## src/rtl/pll_bank_pkg.sv

```systemverilog
package pll_bank_pkg;
  localparam int BYTE_W       = 8;
  localparam int NUM_SYN      = 3;
  localparam int SLOT_W       = 2;
  localparam int STORED_SLOTS = 3;

  typedef logic [BYTE_W-1:0] byte_t;

  typedef enum logic [SLOT_W-1:0] {
    SLOT_N    = 2'd0,
    SLOT_M    = 2'd1,
    SLOT_P    = 2'd2,
    SLOT_STAT = 2'd3
  } slot_e;

  typedef logic [STORED_SLOTS-1:0][BYTE_W-1:0] slot_bank_t;

  localparam byte_t STAT_LOCKED = 8'h40;
  localparam byte_t N_FORCE_SET = 8'hC0;
  localparam byte_t M_KEEP_MASK = 8'h3F;
endpackage

```

## src/rtl/pll_rst_sync.sv

```systemverilog
module pll_rst_sync (
  input  logic clk,
  input  logic arst_n,
  output logic srst_n
);
  logic [1:0] sync_q;

  always_ff @(posedge clk or negedge arst_n) begin
    if (!arst_n) begin
      sync_q <= 2'b00;
    end else begin
      sync_q <= {sync_q[0], 1'b1};
    end
  end

  assign srst_n = sync_q[1];
endmodule

```

## src/rtl/pll_sel_reg.sv

```systemverilog
module pll_sel_reg
  import pll_bank_pkg::*;
(
  input  logic  clk,
  input  logic  rst_n,
  input  logic  wr_en,
  input  byte_t wdata,
  output byte_t sel_q
);
  byte_t sel_d;
  logic  sel_en;

  always_comb begin
    sel_en = wr_en;
    sel_d  = wdata;
  end

  always_ff @(posedge clk or negedge rst_n) begin
    if (!rst_n) begin
      sel_q <= '0;
    end else if (sel_en) begin
      sel_q <= sel_d;
    end
  end
endmodule

```

## src/rtl/pll_syn_slots.sv

```systemverilog
module pll_syn_slots
  import pll_bank_pkg::*;
(
  input  logic       clk,
  input  logic       rst_n,
  input  logic       wr_en,
  input  slot_e      slot,
  input  byte_t      wdata,
  output slot_bank_t bank_q
);
  slot_bank_t bank_d;
  logic       bank_en;

  always_comb begin
    bank_en = wr_en && (slot != SLOT_STAT);
    bank_d  = bank_q;
    for (int s = 0; s < STORED_SLOTS; s++) begin
      if (slot == slot_e'(s)) begin
        bank_d[s] = wdata;
      end
    end
  end

  always_ff @(posedge clk or negedge rst_n) begin
    if (!rst_n) begin
      bank_q <= '0;
    end else if (bank_en) begin
      bank_q <= bank_d;
    end
  end
endmodule

```

## src/rtl/pll_sig_fmt.sv

```systemverilog
module pll_sig_fmt
  import pll_bank_pkg::*;
#(
  parameter int SYN_ID = 0
) (
  input  slot_e      slot,
  input  slot_bank_t bank,
  output byte_t      rdata
);
  localparam byte_t P_KEEP = (SYN_ID == 0) ? 8'hFF :
                             (SYN_ID == 1) ? 8'h83 : 8'h8B;
  localparam byte_t P_SET  = (SYN_ID == 1) ? 8'h30 : 8'h70;

  byte_t raw;

  always_comb begin
    raw = '0;
    for (int s = 0; s < STORED_SLOTS; s++) begin
      if (slot == slot_e'(s)) begin
        raw = bank[s];
      end
    end
  end

  always_comb begin
    unique case (slot)
      SLOT_N:    rdata = raw | N_FORCE_SET;
      SLOT_M:    rdata = raw & M_KEEP_MASK;
      SLOT_P:    rdata = (raw & P_KEEP) | P_SET;
      default:   rdata = STAT_LOCKED;
    endcase
  end
endmodule

```

## src/rtl/pll_param_bank.sv

```systemverilog
module pll_param_bank
  import pll_bank_pkg::*;
#(
  parameter int              IDX_W   = 8,
  parameter logic [IDX_W-1:0] SEL_IDX = 8'h2C
) (
  input  logic              clk,
  input  logic              rst_n,
  input  logic [IDX_W-1:0]  reg_idx,
  input  logic [BYTE_W-1:0] reg_wdata,
  input  logic              reg_we,
  input  logic              reg_re,
  output logic [BYTE_W-1:0] reg_rdata
);
  logic               rst_sync_n;
  logic               sel_hit;
  logic [NUM_SYN-1:0] port_hit;
  byte_t              sel_q;
  slot_e              slot_w   [NUM_SYN];
  slot_bank_t         bank_w   [NUM_SYN];
  byte_t              port_rd  [NUM_SYN];
  byte_t              rdata_d;

  pll_rst_sync u_rst_sync (
    .clk    (clk),
    .arst_n (rst_n),
    .srst_n (rst_sync_n)
  );

  assign sel_hit = (reg_idx == SEL_IDX);

  pll_sel_reg u_sel_reg (
    .clk   (clk),
    .rst_n (rst_sync_n),
    .wr_en (reg_we && sel_hit),
    .wdata (reg_wdata),
    .sel_q (sel_q)
  );

  for (genvar k = 0; k < NUM_SYN; k++) begin : g_syn
    assign port_hit[k] = (reg_idx == SEL_IDX + IDX_W'(k + 1));
    assign slot_w[k]   = slot_e'(sel_q[SLOT_W*k +: SLOT_W]);

    pll_syn_slots u_slots (
      .clk    (clk),
      .rst_n  (rst_sync_n),
      .wr_en  (reg_we && port_hit[k]),
      .slot   (slot_w[k]),
      .wdata  (reg_wdata),
      .bank_q (bank_w[k])
    );

    pll_sig_fmt #(.SYN_ID(k)) u_fmt (
      .slot  (slot_w[k]),
      .bank  (bank_w[k]),
      .rdata (port_rd[k])
    );
  end

  always_comb begin
    rdata_d = '0;
    if (reg_re) begin
      if (sel_hit) begin
        rdata_d = sel_q;
      end
      for (int k = 0; k < NUM_SYN; k++) begin
        if (port_hit[k]) begin
          rdata_d = port_rd[k];
        end
      end
    end
  end

  assign reg_rdata = rdata_d;
endmodule

```

## config.mk

```make
export PLATFORM = sky130hd
export DESIGN_NAME = pll_param_bank
export DESIGN_NICKNAME = d
export VERILOG_FILES = /design/src/rtl/pll_bank_pkg.sv /design/src/rtl/pll_rst_sync.sv /design/src/rtl/pll_sel_reg.sv /design/src/rtl/pll_syn_slots.sv /design/src/rtl/pll_sig_fmt.sv /design/src/rtl/pll_param_bank.sv
export SDC_FILE = /design/constraint.sdc
export NUM_CORES = 1
export LEC_CHECK = 0
export BUFFER_PORTS_ARGS = -buffer_cell sky130_fd_sc_hd__buf_4
export CAP_MARGIN = 10
export CORE_ASPECT_RATIO = 0.8
export CORE_MARGIN = 8
export CORE_UTILIZATION = 53
export DETAILED_ROUTE_END_ITERATION = 8
export HOLD_SLACK_MARGIN = 0.02
export PLACE_DENSITY = 0.86
export SLEW_MARGIN = 20
export SYNTH_ARGS = -nofsm -noshare
export SYNTH_HDL_FRONTEND = slang
export SYNTH_SLANG_ARGS = --single-unit
```

## constraint.sdc

```tcl
create_clock -name clk -period 1.94 [get_ports clk]
set_input_delay 0.291 -clock clk [delete_from_list [all_inputs] [get_ports clk]]
set_output_delay 0.291 -clock clk [all_outputs]
set_load 0.01 [all_outputs]
```

==> key figures, run 1 <==
GRT
  • Vias in the first global route: 2,479
  • GR Util All Layers: slightly below 20%
  • Gr ovfl total: 0
  • Initial antenna violation count: 0
  • Largest net degree at the start of global routing: 24
  • First-pass GRT wire length: roughly 13,000 um

Worst hold path
  • Hold EP: u_sel_reg.sel_q[6]$_DFFE_PN0P_
  • Hold depth: 2
  • Hold Startpoint: reg_wdata[6]
  • Hold Crit Class: primary input to flop

Worst setup path
  • CP Max Fanout: 4
  • R2R Setup Slk: ~0.01 ns
  • Reg2Reg Launch Point: u_sel_reg.sel_q[3]$_DFFE_PN0P_
  • CP Launch Type: flop
  • Critical Path AT: just over 2 ns
  • Worst Path Required: about 1.7 ns
  • Critical path class: flop to output pin
  • Worst reg-to-reg path cell count: 5
  • RR Endpoint: g_syn[1].u_slots.bank_q[21]$_DFFE_PN0P_
  • Worst Setup End Kind: output pin

Floorplanning
  • Rows: 25
  • Die Span Y: between 80 and 90 um
  • Die X: 103 um
  • Die ar.: a little under 9000 um2
  • IO Count: 28
  • Core area: around 6000 um2
  • Initial Util: 54.7%

STA
  • Clock skew: 0.00984 ns
  • Minimum clock period: ~2.3 ns
  • RSZ-0062 raised after global routing: yes
  • Final period util: 119%
  • Final hold viol count: 0
  • Relative slew margins: between 60% and 70%
  • Fmax: approximately 430 MHz
  • Setup Viol. Count Final: 8
  • WHS: roughly 0.18 ns
  • Slew Limit Fails: 0
  • Final WS setup: -0.368 ns
  • Worst-Margin Slew: 0.506 ns

Synthesis
  • Syn Nets: roughly 290
  • Synth warn: 0
  • Seq/Total Area, Yosys: 48.2%
  • Top-area cell type share of the netlist area: between 40% and 50%
  • Cells after synthesis: about 260
  • Area leader, netlist: dfrtp_1
  • Synthesized area: roughly 3200 um2
  • Post-Syn Area per Cell: around 12 um2
  • Top post-synthesis cells by area: dfrtp_1, mux2_1, mux2_2, mux2_4, mux2i_1
  • Flops & latches, synth: a little over 60
  • Count of different cell masters after synthesis: 46

Place
  • Post-DP HPWL: ~5700 um
  • Placer congestion estimate: 0.850
  • Post-place setup slack: -0.107 ns
  • IO buf count: 27

Clock tree
  • Reg clk slew, reported paths: approximately 0.070 ns
  • CTS tree: built
  • TritonCTS sink count: between 60 and 70
  • Total CTS buffers: 9
  • Max Root-Sink Buffers: 2
  • CTS Root Cell: clkbuf_8
  • Worst-Skew Late Latency: around 0.35 ns
  • H-tree depth: 3

Pwr
  • Leak: ~2 nW
  • Power Density: approximately 660 nW/um2
  • Net Sw Frac: between 20% and 30%
  • Peak VDD IR: 0.513 mV
  • Cell Int Power: 0.00193 W
  • NetSw: roughly 0.0007 W
  • Seq pwr share: between 50% and 60%
  • Clock network power share: roughly 37%
  • Comb power frac: roughly an eighth

Final layout
  • Layout net count: 339
  • Final core occ: between 60% and 70%
  • ANT cells: 0
  • Area of the multi-input gates: between 1500 and 2000 um2
  • Area delta synth->final: 25.1%
  • Layout cells sized above 1: 42.8%
  • # fillers: ~440
  • Register Area: roughly 1600 um2

Drt
  • Via density: around 5.7
  • Drt wl/cell: approximately 20 um
  • Drt total wl: approximately 8100 um
  • First-pass DRT Iterations: 4
  • Remaining antenna violation count: 0
  • Vias: between 2k and 2.5k
  • Initial drt markers: between 100 and 150
  • Residual DRC: 0

Status
  • Violated checks: negative setup slack
  • Outcome: finished, violations left

Job
  • Maxcap violations: 0
synth_stat cells, drive strengths merged:
| library cell | instances |
|---|---|
| nand2b | 3 |
| nor3 | 1 |
| and2 | 1 |
| clkbuf | 8 |
| nand3 | 1 |
| conb | 1 |
| o22ai | 1 |
| o221ai | 1 |
| nor4b | 1 |
| mux2 | 63 |
| a21o | 1 |
| a32oi | 1 |
| o211ai | 1 |
| nand4 | 2 |
| nor4bb | 1 |
| mux4 | 1 |
| nor4 | 2 |
| ha | 4 |
| o21a | 1 |
| clkinv | 1 |
| and4b | 1 |
| a221oi | 3 |
| a21oi | 13 |
| a211oi | 3 |
| o21bai | 2 |
| nand2 | 6 |
| nor2b | 8 |
| a2bb2oi | 2 |
| buf | 13 |
| nor2 | 11 |
| inv | 7 |
| mux2i | 10 |
| o21ai | 13 |
| or4 | 1 |
| a31oi | 2 |
| a211o | 1 |
| dfrtp | 62 |
| and4 | 1 |
| and3 | 3 |
| o211a | 2 |
| nand4b | 2 |
sequential cells by signal (all words and copies together), names as in the netlist:
register,count
g_syn.u_slots.bank_q,52
u_rst_sync.sync_q,2
u_sel_reg.sel_q,8
cells in the final DEF, fill, tap and decap left out, drive strengths merged, types with 2 or more instances in the layout:
cell type | netlist | routed
clkinv | 1 | 4
a31oi | 2 | 2
a2bb2oi | 2 | 2
ha | 4 | 4
mux2 | 63 | 63
o21ai | 13 | 13
nand4 | 2 | 2
clkinvlp | 0 | 2
nor4 | 2 | 2
dfrtp | 62 | 62
a221oi | 3 | 3
nor2 | 11 | 11
a21oi | 13 | 13
o211a | 2 | 2
nand2b | 3 | 3
clkbuf | 8 | 10
buf | 13 | 62
nand4b | 2 | 2
inv | 7 | 8
a211oi | 3 | 3
mux2i | 10 | 10
nor2b | 8 | 8
and3 | 3 | 3
nand2 | 6 | 6
o21bai | 2 | 2
per-layer routing:
metal	up-vias	track usage (%)	share of wire, %
met5	-	0	0
met4	0	8.91	1.2
met3	10	5.66	4.4
met2	51	30.4	51
met1	1179	24.4	44
li1	1055	-	-
area by class of cell:
| class | instances | area share [%] |
|---|---|---|
| timing repair buffer | 63 | 12.6 |
| tap | 81 | 2.52 |
| multi-input combinational | 171 | 41.3 |
| sequential | 62 | 38.7 |
| clock buffer | 10 | 3.17 |
| inverter | 8 | 0.871 |
| clock inverter | 6 | 0.964 |
what timing repair did:
item,CTS,global route
hold buffers,1,0
hold endpoints to repair,2,0
cloned,0,0
buffers inserted,3,2
pin swaps,8,6
resized for setup,23,15
setup endpoints to repair,15,21
how the worst max path moves through the flow:
stage	depth (start not counted)	end	from	slack, ns
floorplan	6	g_syn[1].u_slots.bank_q[16]$_DFFE_PN0P_	u_sel_reg.sel_q[2]$_DFFE_PN0P_	-0.006
global placement	9	reg_rdata[4]	u_sel_reg.sel_q[2]$_DFFE_PN0P_	-0.05
detailed placement	8	reg_rdata[3]	u_sel_reg.sel_q[2]$_DFFE_PN0P_	-0.11
CTS	8	reg_rdata[2]	u_sel_reg.sel_q[3]$_DFFE_PN0P_	-0.35
global route	8	reg_rdata[2]	u_sel_reg.sel_q[3]$_DFFE_PN0P_	-0.44
finish	8	reg_rdata[1]	u_sel_reg.sel_q[3]$_DFFE_PN0P_	-0.37
cell families (layout without fill, tap and decap cells):
group	after synthesis	after routing	synth area share, %
buffers and inverters	29	87	3.77
multiplexers	74	74	26.7
adder cells (fa/ha/maj)	4	4	1.56
other	1	1	0.117
AO/OA/AOI/OAI	47	47	9.30
AND/OR/NAND/NOR	45	45	10.3
flip-flops	62	62	48.2
power groups by stage:
stage               Combinational [W]  Sequential, W  Clock (W)
finish                       0.000314        0.00136   0.000980
global route                 0.000340        0.00136    0.00106
CTS                          0.000292        0.00136   0.000998
detailed placement           0.000269        0.00138          0
global placement             0.000261        0.00138          0
floorplan                    0.000146        0.00138          0
through the flow:
stage / power [W] / std cells / TNS [ns] / area, um2
2_1_floorplan: 0.00152 / 262 / -0.0453 / 3230
3_3_place_gp: 0.00164 / 379 / -0.402 / 3660
3_5_place_dp: 0.00165 / 379 / -0.963 / 3660
4_1_cts: 0.00265 / 399 / -2.29 / 3960
5_1_grt: 0.00276 / 401 / -3.13 / 4020
6_report: 0.00265 / 401 / -2.32 / 4020
worst max-delay path: stages (launching register included):
cell      delay (ns)
dfrtp_1         0.40
buf_6           0.14
ha_4            0.15
nor2b_1         0.11
buf_4           0.16
buf_4           0.11
o211ai_1        0.13
a221oi_2        0.29
buf_4           0.17
Note: power is estimated with default switching activity, not from simulation.
==> run 2, diff against run 1 <==
Settings changed: ABC_AREA from default to 1.
Clock period 1.94 ns to 2.1 ns, I/O delays scaled along.
==> run 2 against run 1 <==
  * The run still ends with negative setup slack left
  * Die area grew 2.1%
  * Sequential power shrank 8%
  * Critical path depth grew 3
  * Synthesized cell count grew 69%
  * Hold slack gained 0.0050 ns
  * Power shrank 4.1%
  * Register-to-register slack gained 0.53 ns
  * Critical path type unchanged
  * Largest cell class unchanged
  * Largest power group unchanged
==> key figures, run 2 <==
Status
  • Outcome: finished, violations left
  • Violated checks: negative setup slack

Worst setup path
  • CP Max Fanout: 7 (+3)
  • Bufs and invs on worst path: 3 (-1)
  • Worst Path Required: 1.78 ns (+0.13 ns)
  • CP peak stage delay: 0.45 ns (+0.05 ns)
  • Crit-path slowest cell: dfrtp_2
  • Critical path class: flop to output pin
  • Critical Path AT: 1.85 ns (-0.17 ns)
  • Worst Setup End Kind: output pin
  • CP Launch Type: flop
  • Critical Path, Cell by Cell: inv_2, ha_4, buf_6, nand2_2, nand3_1, nand2_1, nand3_1, nand2_1, nor2_2, nor2_1, buf_4
  • Critical path's top delay family: simple AND/OR/NAND/NOR gates

Worst hold path
  • Hold Crit Class: primary input to flop

Synthesis
  • Area leader, netlist: dfrtp_1
  • Post-synth ARST share: 100% (unchanged)
  • Count of different cell masters after synthesis: 27 (-41%)
  • Synthesized area: 3300 um2 (+2.5%)
  • Top post-synthesis cells by area: dfrtp_1, nand2_1, nor2_1, o21ai_1, inv_1
  • Commonest cells post-synth: nand2_1, dfrtp_1, nor2_1
  • Cells after synthesis: 443 (+69%)
  • Seq/Total Area, Yosys: 47.1% (-1.2 points)
  • Synth warn: 0 (unchanged)
  • Top-area cell type share of the netlist area: 47.1% (-1.2 points)
  • Post-Syn Area per Cell: 7.44 um2 (-39%)
  • Syn Nets: 467 (+63%)
  • Number of synthesized flops with an enable pin: 0 (unchanged)
  • Top-count cell post-synth: nand2_1
  • Main synth FF type: dfrtp_1
  • Flops & latches, synth: 62 (unchanged)

GRT
  • Initial antenna violation count: 0 (unchanged)
  • Met2 Usage GRT: 30.5% (+0.096 points)
  • M1 GR Usage: 25.5% (+1.1 points)
  • Largest net degree at the start of global routing: 35 (+46%)
  • Vias in the first global route: 3,000 (+21%)
  • GR Util All Layers: 19.7% (+0.11 points)
  • M3 GR Usage: 5.49% (-0.18 points)
  • Gr ovfl total: 0 (unchanged)
  • Global route hottest layer: met2
  • First-pass GRT wire length: 14,300 um (+11%)

Clock tree
  • Worst-Skew Late Latency: 0.34 ns (about the same)
  • H-tree depth: 3 (unchanged)
  • Reg clk slew, reported paths: 0.07 ns (about the same)
  • Total CTS buffers: 9 (unchanged)
  • TritonCTS sink count: 62 (unchanged)
  • CTS Root Cell: clkbuf_8
  • CTS tree: built
  • Max Root-Sink Buffers: 2 (unchanged)

STA
  • Final period util: 103%
  • Slew Limit Fails: 0 (unchanged)
  • Worst-Margin Slew: 0.603 ns (+0.0976 ns)
  • Fmax: roughly 460 MHz
  • Relative slew margins: 59.8% (-6.5 points)
  • Clock skew: 0.00563 ns (-0.00421 ns)
  • Minimum clock period: between 2 and 2.5 ns
  • WHS: 0.184 ns (+0.00504 ns)
  • Setup Viol. Count Final: 5 (-3)
  • Final WS setup: -0.0629 ns (+0.305 ns)
  • RSZ-0062 raised after global routing: yes
  • Final hold viol count: 0 (unchanged)

Pwr
  • Post-layout power: 0.00254 W (-4.1%)
  • Power Density: 651 nW/um2 (-1.2%)
  • Peak VDD IR: 0.507 mV (-1.3%)
  • Leak: 2.03 nW (+0.50%)

Final layout
  • Final Cell Area: 3910 um2 (-2.9%)
  • Final core occ: 65.4% (-3.0 points)
  • Most flops, register: g_syn.u_slots.bank_q
  • Register Area: 1560 um2 (+0.16%)
  • ANT cells: 0 (unchanged)
  • Layout cells sized above 1: 20.2% (-23 points)
  • Area of the multi-input gates: 1620 um2 (-2.7%)
  • Layout net count: 505 (+49%)
  • Commonest non-fill, non-tap cells in the layout: nand2_1, dfrtp_1, nor2_1, buf_4, o21ai_1
  • Flip-flop count of the largest register after layout: 52 (unchanged)
  • # fillers: 501 (+13%)
  • Area delta synth->final: 18.5%
  • Commonest non-fill, non-tap cell in the layout: nand2_1
  • Largest regs: g_syn.u_slots.bank_q (52), u_sel_reg.sel_q (8), u_rst_sync.sync_q (2)

Drt
  • Remaining antenna violation count: 0 (unchanged)
  • Residual DRC: 0 (unchanged)
  • Vias: 3,049 (+33%)
  • Drt total wl: 8460 um (+5.0%)
  • Drt wl/cell: 14.9 um (-26%)
  • Initial drt markers: 243 (+120%)
  • Via density: 5.38 (-6.0%)
  • First-pass DRT Iterations: 5 (+1)

Place
  • IO buf count: 27 (unchanged)
  • Area after DPL: 3580 um2 (-2.4%)
  • Post-place setup slack: 0.0742 ns (+0.181 ns)
  • Placer congestion estimate: 0.905 (+6.6%)
  • Post-DP HPWL: 5930 um (+3.9%)

Floorplanning
  • Die ar.: 9010 um2 (+2.1%)
  • IO Count: 28 (unchanged)
  • Die X: 104 um (+1.0%)
  • Die Span Y: 86.5 um (+1.0%)
  • Core area: 5970 um2 (+1.6%)
  • Initial Util: 55.2% (+0.48 points)
  • Rows: 25 (unchanged)

Job
  • Maxcap violations: 0 (unchanged)
-- run 2: worst paths after layout --
path | startpoint | cells after the start | endpoint | slack (ns)
setup / recovery | u_sel_reg.sel_q[3]$_DFFE_PN0P_ | 11 | reg_rdata[4] | -0.06
hold / removal | reg_wdata[7] | 3 | g_syn[1].u_slots.bank_q[23]$_DFFE_PN0P_ | 0.18
setup reg to reg | u_sel_reg.sel_q[1]$_DFFE_PN0P_ | 4 | g_syn[0].u_slots.bank_q[5]$_DFFE_PN0P_ | 0.54
hold reg to reg | u_rst_sync.sync_q[1]$_DFF_PN0_ | 0 | g_syn[0].u_slots.bank_q[17]$_DFFE_PN0P_ | 0.28
max in group asynchronous | u_rst_sync.sync_q[1]$_DFF_PN0_ | 1 | u_sel_reg.sel_q[2]$_DFFE_PN0P_ | 1.22
min in group asynchronous | rst_n | 2 | u_rst_sync.sync_q[1]$_DFF_PN0_ | 0.28
-- run 2: stage by stage --
step / TNS [ns] / std cells
floorplan: 0 / 443
global placement: 0 / 545
detailed placement: 0 / 545
CTS: -0.00921 / 567
global route: -1.08 / 567
finish: -0.235 / 567
-- run 2: area by class of cell --
type / instances / area share, %
multi-input cells: 339 / 41.4
clock buffers: 11 / 3.62
flip-flops and latches: 62 / 39.9
repair buffers: 37 / 7.91
clock inverters: 5 / 1.51
well taps: 81 / 2.59
inverters: 32 / 3.14
-- run 2: cell families after synthesis --
| group | after synthesis | synth area share (%) |
|---|---|---|
| buf+inv | 42 | 5.69 |
| flops | 62 | 47.1 |
| other cells | 1 | 0.114 |
| compound gates | 58 | 9.42 |
| simple gates | 276 | 36.2 |
| fa+ha+maj | 4 | 1.52 |
-- run 2: where the power goes --
part	leakage (nW)	internal, W	switching (W)
sequential	0.850	0.00122	0.0000335
combinational	1.09	0.0000910	0.000149
clock	0.0955	0.000580	0.000468
-- run 2: repair_timing --
action / 4_1_cts / 5_1_grt
endpoints found under the setup margin: 7 / 8
pin swaps: 2 / 5
cloned: 0 / 0
endpoints found under the hold margin: 2 / 0
gates resized for setup: 20 / 5
setup buffers: 5 / 0
hold buffers: 1 / 0
-- run 2: worst min-delay path, delay by kind of cell --
kind	cells	cell delay [ns]
buf+inv	1	0.08
simple gates	2	0.09
-- run 2: per-layer routing --
layer	vias up	wire [um]
met4	0	257
met3	27	628
li1	1471	-
met5	-	0
met1	1414	3780
met2	137	3790
==> run 3, diff against run 2 <==
Settings changed: CORE_UTILIZATION 53 to 55, CTS_BUF_LIST from default to sky130_fd_sc_hd__clkbuf_8, PLACE_DENSITY 0.86 to 0.88.
==> run 3 against run 2 <==
  * The flow still finishes with violations (negative setup slack)
  * Largest power group unchanged
  * Register-to-register slack gained 0.11 ns
  * Power is 0.66% higher
  * Sequential share of layout area shrank 0.48 points
==> key figures, run 3 (synthesis results as in run 2) <==
Status
  • Outcome: finished, violations left
  • Violated checks: negative setup slack

STA
  • Minimum clock period: 2.29 ns (+0.124 ns)
  • Fmax: 437 MHz (-5.4%)
  • Final WS setup: -0.187 ns (-0.124 ns)
  • Clock skew: 0.00493 ns (-0.000704 ns)
  • Final hold viol count: 0 (unchanged)
  • Setup Viol. Count Final: 7 (+2)
  • RSZ-0062 raised after global routing: yes
  • Setup TNS: -0.743 ns (-0.508 ns)
  • Final period util: 109% (+5.9 points)
  • Slew Limit Fails: 0 (unchanged)

GRT
  • First-pass GRT wire length: 14,300 um (-0.20%)
  • Vias in the first global route: 3,059 (+2.0%)
  • Initial antenna violation count: 0 (unchanged)
  • GR Util All Layers: 21.1% (+1.5 points)
  • Largest net degree at the start of global routing: 45 (+29%)
  • Gr ovfl total: 0 (unchanged)

Drt
  • Drt total wl: 8840 um (+4.6%)
  • Initial drt markers: 414 (+70%)
  • Remaining antenna violation count: 0 (unchanged)
  • Vias: 3,180 (+4.3%)
  • Residual DRC: 0 (unchanged)
  • Drt wl/cell: 15.5 um (+4.2%)
  • First-pass DRT Iterations: 7 (+2)
  • Via density: 5.59 (+3.9%)

Final layout
  • Commonest non-fill, non-tap cell in the layout: nand2_1
  • Layout cells sized above 1: 21.1% (+0.94 points)
  • Most flops, register: g_syn.u_slots.bank_q
  • Layout net count: 507 (+0.40%)
  • Commonest non-fill, non-tap cells in the layout: nand2_1, dfrtp_1, nor2_1, buf_4, o21ai_1
  • Area delta synth->final: 20.0%
  • Largest regs: g_syn.u_slots.bank_q (52), u_sel_reg.sel_q (8), u_rst_sync.sync_q (2)
  • ANT cells: 0 (unchanged)
  • Non-Filler Instances: 569 (+0.35%)
  • Flip-flop count of the largest register after layout: 52 (unchanged)

Worst setup path
  • Worst Path Required: 1.78 ns (about the same)
  • CP Launch Type: flop
  • RR Endpoint: g_syn[0].u_slots.bank_q[4]$_DFFE_PN0P_
  • Critical Path AT: 1.97 ns (+0.12 ns)
  • Worst Setup End Kind: output pin
  • Worst reg-to-reg path cell count: 4 (unchanged)
  • R2R Setup Slk: 0.65 ns (+0.11 ns)
  • Critical path class: flop to output pin
  • CP Max Fanout: 4 (-3)
  • Reg2Reg Launch Point: u_sel_reg.sel_q[1]$_DFFE_PN0P_
  • Worst Setup SP: u_sel_reg.sel_q[3]$_DFFE_PN0P_

Clock tree
  • Reg clk slew, reported paths: 0.07 ns (about the same)
  • CTS Root Cell: clkbuf_8
  • TritonCTS sink count: 62 (unchanged)
  • Worst-Skew Late Latency: 0.34 ns (about the same)
  • H-tree depth: 3 (unchanged)
  • Total CTS buffers: 9 (unchanged)
  • Max Root-Sink Buffers: 2 (unchanged)
  • CTS tree: built

Place
  • Post-DP HPWL: 5940 um (+0.24%)
  • Post-place setup slack: 0.144 ns (+0.0694 ns)
  • IO buf count: 27 (unchanged)
  • Placer congestion estimate: 0.914 (+0.98%)
  • Dpl cells: 544 (-0.18%)

Floorplanning
  • Initial Util: 56.3% (+1.2 points)
  • Die ar.: 8740 um2 (-3.0%)
  • Core area: 5850 um2 (-2.1%)
  • Die X: 103 um (-1.6%)
  • Die Span Y: 85.2 um (-1.5%)
  • IO Count: 28 (unchanged)
  • Rows: 25 (unchanged)

Pwr
  • Power Density: 647 nW/um2 (-0.55%)
  • Leak: 2.06 nW (+1.5%)
  • Peak VDD IR: 0.495 mV (-2.3%)

Worst hold path
  • Hold Crit Class: flop to asynchronous set/reset pin

Job
  • Maxcap violations: 0 (unchanged)
[run 3: area by class of cell]
cell class / instances / area [um2]
Clock buffer: 11 / 151
Tap cell: 81 / 101
Multi-Input combinational cell: 339 / 1650
Timing Repair Buffer: 39 / 319
Inverter: 32 / 125
Clock inverter: 5 / 48.8
Sequential cell: 62 / 1560
Fill cell: 458 / 1900
[run 3: worst max path at each step]
stage	end	slack (ns)	cells past startpoint
6_report	reg_rdata[2]	-0.19	10
5_1_grt	reg_rdata[4]	-0.29	11
4_1_cts	reg_rdata[0]	-0.003	11
3_5_place_dp	reg_rdata[0]	0.14	12
3_3_place_gp	reg_rdata[4]	0.22	11
2_1_floorplan	g_syn[0].u_slots.bank_q[0]$_DFFE_PN0P_	0.25	0
[run 3: repair_timing]
item,4_1_cts,5_1_grt
hold buffers,1,0
setup buffers,6,2
endpoints found under the hold margin,2,0
gates resized for setup,17,17
endpoints found under the setup margin,6,8
pin swaps,2,5
[run 3: per-layer routing]
| layer | global-route usage, % | up-vias | part of all wire (%) |
|---|---|---|---|
| met5 | 0 | - | 0 |
| met4 | 7.85 | 0 | 4.4 |
| met3 | 7.60 | 62 | 9.5 |
| met2 | 32.8 | 195 | 46 |
| met1 | 26.2 | 1452 | 40 |
| li1 | - | 1471 | - |
[run 3: report_power, final]
group,switching (W),internal (W),total [W],leakage [nW]
Sequential,0.0000304,0.00122,0.00125,0.850
Combinational,0.000163,0.0000982,0.000261,1.10
Clock,0.000444,0.000602,0.00105,0.110
[run 3: critical path, cell delays in order, from the launching register on]
cell and delay (ns):
dfrtp_2 0.46, inv_4 0.10, ha_4 0.16, buf_4 0.13, o21bai_4 0.09, nor2_2 0.13
nand3_1 0.10, nand2_1 0.12, nor2_1 0.07, nor2_1 0.12, buf_4 0.14
[run 3: per-stage QoR]
stage	utilization (%)	power (W)	hold WS, ns	area [um2]
2_1_floorplan	-	0.00139	0.0194	3300
3_3_place_gp	61.0	0.00148	0.0987	3570
3_5_place_dp	61.0	0.00149	0.0987	3570
4_1_cts	66.2	0.00254	0.191	3870
5_1_grt	67.6	0.00266	0.191	3950
6_report	67.6	0.00256	0.182	3950
